[src/rtl/reconfig_bus_switch.sv]
module reconfig_bus_switch #(
  parameter int AW = 16,
  parameter int DW = 32,
  parameter int CW = 4
) (
  input  logic          clk,
  input  logic          rst,
  input  logic          dbg_acquire,
  input  logic          dbg_release,
  output logic          dbg_grant,
  input  logic [AW-1:0] usr_addr,
  input  logic [DW-1:0] usr_wdata,
  input  logic [DW/8-1:0] usr_be,
  input  logic          usr_rd,
  input  logic          usr_wr,
  output logic [DW-1:0] usr_rdata,
  output logic          usr_rvalid,
  output logic          usr_wait,
  input  logic [AW-1:0] dbg_addr,
  input  logic [DW-1:0] dbg_wdata,
  input  logic [DW/8-1:0] dbg_be,
  input  logic          dbg_rd,
  input  logic          dbg_wr,
  output logic [DW-1:0] dbg_rdata,
  output logic          dbg_rvalid,
  output logic          dbg_wait,
  output logic [AW-1:0] shr_addr,
  output logic [DW-1:0] shr_wdata,
  output logic [DW/8-1:0] shr_be,
  output logic          shr_rd,
  output logic          shr_wr,
  input  logic [DW-1:0] shr_rdata,
  input  logic          shr_rvalid,
  input  logic          shr_wait
);
  logic          mode, want;
  logic [CW-1:0] rd_cnt;

  wire rd_acc  = shr_rd & ~shr_wait;
  wire quiet   = (rd_cnt == '0) & ~shr_rd & ~(shr_wr & shr_wait);
  wire want_nx = dbg_acquire ? 1'b1 : (dbg_release ? 1'b0 : want);

  always_ff @(posedge clk) begin
    if (rst) begin
      mode   <= 1'b0;
      want   <= 1'b0;
      rd_cnt <= '0;
    end else begin
      want <= want_nx;
      if (quiet) mode <= want_nx;
      case ({rd_acc, shr_rvalid})
        2'b10:   rd_cnt <= rd_cnt + 1'b1;
        2'b01:   rd_cnt <= rd_cnt - 1'b1;
        default: rd_cnt <= rd_cnt;
      endcase
    end
  end

  assign dbg_grant  = mode;
  assign shr_addr   = mode ? dbg_addr  : usr_addr;
  assign shr_wdata  = mode ? dbg_wdata : usr_wdata;
  assign shr_be     = mode ? dbg_be    : usr_be;
  assign shr_rd     = mode ? dbg_rd    : usr_rd;
  assign shr_wr     = mode ? dbg_wr    : usr_wr;

  assign usr_wait   = mode ? 1'b1 : shr_wait;
  assign dbg_wait   = mode ? shr_wait : 1'b1;
  assign usr_rvalid = ~mode & shr_rvalid;
  assign dbg_rvalid =  mode & shr_rvalid;
  assign usr_rdata  = mode ? '0 : shr_rdata;
  assign dbg_rdata  = mode ? shr_rdata : '0;

  AST_RESET_CLEARS: assert property (@(posedge clk)
    $past(rst) |-> (!dbg_grant && rd_cnt == '0 && !want));
  AST_USER_HELD_OFF: assert property (@(posedge clk) disable iff (rst)
    dbg_grant |-> (usr_wait && !usr_rvalid));
  AST_DEBUG_HELD_OFF: assert property (@(posedge clk) disable iff (rst)
    !dbg_grant |-> (dbg_wait && !dbg_rvalid));
  AST_NO_SWITCH_BUSY: assert property (@(posedge clk) disable iff (rst)
    !$stable(dbg_grant) |-> ($past(rd_cnt) == '0 && !$past(shr_rd)));
  AST_STALLED_WRITE_HOLDS: assert property (@(posedge clk) disable iff (rst)
    (shr_wr && shr_wait) |=> $stable(dbg_grant));
  AST_USER_RD_ONLY_OWNER: assert property (@(posedge clk) disable iff (rst)
    (dbg_grant && shr_rd) |-> dbg_rd);
endmodule

[config.mk]
export PLATFORM = sky130hd
export DESIGN_NAME = reconfig_bus_switch
export DESIGN_NICKNAME = d
export VERILOG_FILES = /design/src/rtl/reconfig_bus_switch.sv
export SDC_FILE = /design/constraint.sdc
export NUM_CORES = 1
export LEC_CHECK = 0
export BUFFER_PORTS_ARGS = -buffer_cell sky130_fd_sc_hd__buf_2
export CAP_MARGIN = 20
export CORE_AREA = 8 8 99 101
export DETAILED_ROUTE_END_ITERATION = 10
export DIE_AREA = 0 0 107 109
export GPL_TIMING_DRIVEN = 0
export PLACE_DENSITY = 0.55
export SLEW_MARGIN = 5
export SYNTH_ARGS = -nofsm -noshare
export SYNTH_HDL_FRONTEND = slang
export SYNTH_SLANG_ARGS = --single-unit
[constraint.sdc]
create_clock -name clk -period 3.9 [get_ports clk]
set_clock_uncertainty 0.05 [all_clocks]
set_input_delay 0.39 -clock clk [delete_from_list [all_inputs] [get_ports clk]]
set_output_delay 0.39 -clock clk [all_outputs]
set_load 0.005 [all_outputs]
==> qor.yml <==
synthCells: 173
grt.total_usage: 0.152
coreArea_mm2: 0.00838
hold_path.class: "in -> reg"
route.detailed.drc: 0
ys_seq_area_frac: 0.0837
synth_mux_area_frac: 0.446
synth_top_area_frac: 0.439
power.total_mw: 0.859
cts_buffers: 3
synth_warnings: 0
worst_pin_slew_ns: 0.515
cts_setup_buffers: 0
maxSlewHeadroom: 0.657
synth.avg_cell_area_um2: 8.30
p_sw_frac: 0.416
internal_power_mw: 0.502
cts_tree: "yes"
final_nets: 595
hold_viol_final: 0
fin_crit_ns: 2.55
yosysTopAreaCell: "mux2_2"
synth_nets: 322
p_clk_frac: 0.108
grt_max_degree: 11
max-cap-violations: 0
drive_above_1_share: 0.750
yosys.area_share.xor_xnor: 0.0183
r2r_slack_ns: 1.35
clk_pin_slew_ns: 0.04
initial_utilization: 0.171
area_growth_pct: 106
post-place-ws_ns: 1.30
cp-start-kind: "flip-flop"
status: "finished, final reports clean"
ios: 269
grt_first_pass_wirelength_um: 13900
hpwl_um: 8890
cts_sinks: 6
dieHeight_um: 109
ant_nets: 0
combPwrFrac: 0.790
clock.fmax_mhz: 392
h-tree-depth: 1
critPathMaxFanout: 10
cp-end-kind: "output port"
final-setup-viol-count: 0
arrival_ns: 2.11
cts_resized: 0
first_pass_iters: 4
p_leak_nw: 1.69
required_ns: 3.46
synth_simple_gate_area_frac: 0.340
grt_pass1_vias: 2365
via_count: 2311
power_switching_mw: 0.357
wl_per_cell_um: 17.9
port_buffers: 268
diodes: 0
yosys_register_bits: 6
synth_adder_area_share: 0.0262
wirelength_um: 9880
ys_types: 24
synthTopCellsByCount: "56 x mux2_2, 34 x nor2b_1, 33 x and2_1"
postCtsHoldBufs: 0
powerDensity_mw_per_mm2: 291
synth_top_family_by_area: "multiplexers"
root_buffer: "clkbuf_8"
synthArstFlopShare: 0
die-area_mm2: 0.0117
cts_buffer_depth: 2
rows: 34
synth.cell_area_mm2: 0.00144
synthFlopType: "dfxtp_1"
setup_slack_ns: 1.35
synth_compound_area_frac: 0.0401
die_w_um: 107
rsz0062_at_grt: "no"
period_share: 0.655
antenna_found_initial: 0
slew_violations: 0
synthTopCellsByArea: "mux2_2 44%, nor2b_1 15%, and2_1 14%"
gp_congestion: 0.930
via_per_inst: 4.19
tns_ns: 0
fillerInstances: 936
pwr-share-seq: 0.102
drt_iter0_markers: 59
clkLatencyLatePin_ns: 0.22
synth_most_common_cell: "mux2_2"
criticalPathCategory: "reg -> out"
globalRouteOverflowTotal: 0
ir_drop_mv: 0.230
synth-edff-count: 0
state kept, by name, indices dropped and copies added, names as in the netlist:
name and count:
want 1, rd_cnt 4, dbg_grant 1
layout make-up:
cell class / instances / area, um^2 / share of cell area
timing repair buffer: 268 / 1340 / 0.454
multi-input combinational: 151 / 1250 / 0.423
tap: 108 / 135 / 0.0458
sequential: 6 / 120 / 0.0407
buffer: 15 / 61.3 / 0.0208
clock buffer: 3 / 41.3 / 0.0140
inverter: 1 / 3.75 / 0.00127
power by group through the flow:
stage	registers (mW)	clock network, mW	logic [mW]
final	0.0877	0.0929	0.678
after global routing	0.0902	0.102	0.746
after detailed placement	0.0889	0	0.689
after floorplan	0.0861	0	0.347
after CTS	0.0880	0.0959	0.694
after global placement	0.0887	0	0.683
path summary, 6_finish.rpt:
| check | startpoint | to | cells past startpoint |
|---|---|---|---|
| worst max-delay path | dbg_grant | shr_wdata[12] | 5 |
| worst min register to register | want | want | 2 |
| worst max register to register | dbg_grant | rd_cnt[3] | 9 |
| worst min-delay path | dbg_acquire | want | 3 |
stage by stage:
step                      std cells  hold WS (ns)  instance area (um^2)  utilization
after floorplan                 173         0.394                  1440            -
after global placement          549         0.413                  2910        0.347
after detailed placement        549         0.432                  2910        0.347
after CTS                       552         0.346                  2950        0.352
after global routing            552         0.347                  2950        0.352
final                           552         0.353                  2950        0.352
worst max-delay path, cell delays in order, from the launching register on:
cell	delay (ns)
dfxtp_1	0.31
clkbuf_1	0.28
clkbuf_1	0.43
buf_2	0.35
mux2_2	0.37
buf_2	0.14
cell families (layout without fill, tap and decap cells):
family | Yosys count | after routing
flip-flops | 6 | 6
AND/OR/NAND/NOR | 80 | 80
multiplexers | 57 | 57
XOR/XNOR | 3 | 3
AO/OA/AOI/OAI | 8 | 8
adder cells (fa/ha/maj) | 3 | 3
buffers and inverters | 16 | 287
cell usage in the layout, fill, tap and decap left out, types with 2 or more instances in the layout:
cell type	synthesis	routed
nand2b_1	2	2
nor2_1	5	5
mux2_2	56	56
and2_1	33	33
nor2b_1	34	34
dfxtp_1	6	6
a21oi_1	3	3
ha_1	3	3
buf_2	4	272
clkbuf_1	11	11
clkbuf_8	0	3
xor2_1	3	3
routing by layer:
| layer | track usage | vias up | wire length, um |
|---|---|---|---|
| met3 | 0.0443 | 9 | 811 |
| met2 | 0.291 | 112 | 5340 |
| met4 | 0.0241 | 0 | 95 |
| li1 | - | 1130 | - |
| met1 | 0.163 | 1060 | 3630 |
| met5 | 0 | - | 0 |
Note: power is estimated with default switching activity, not from simulation.
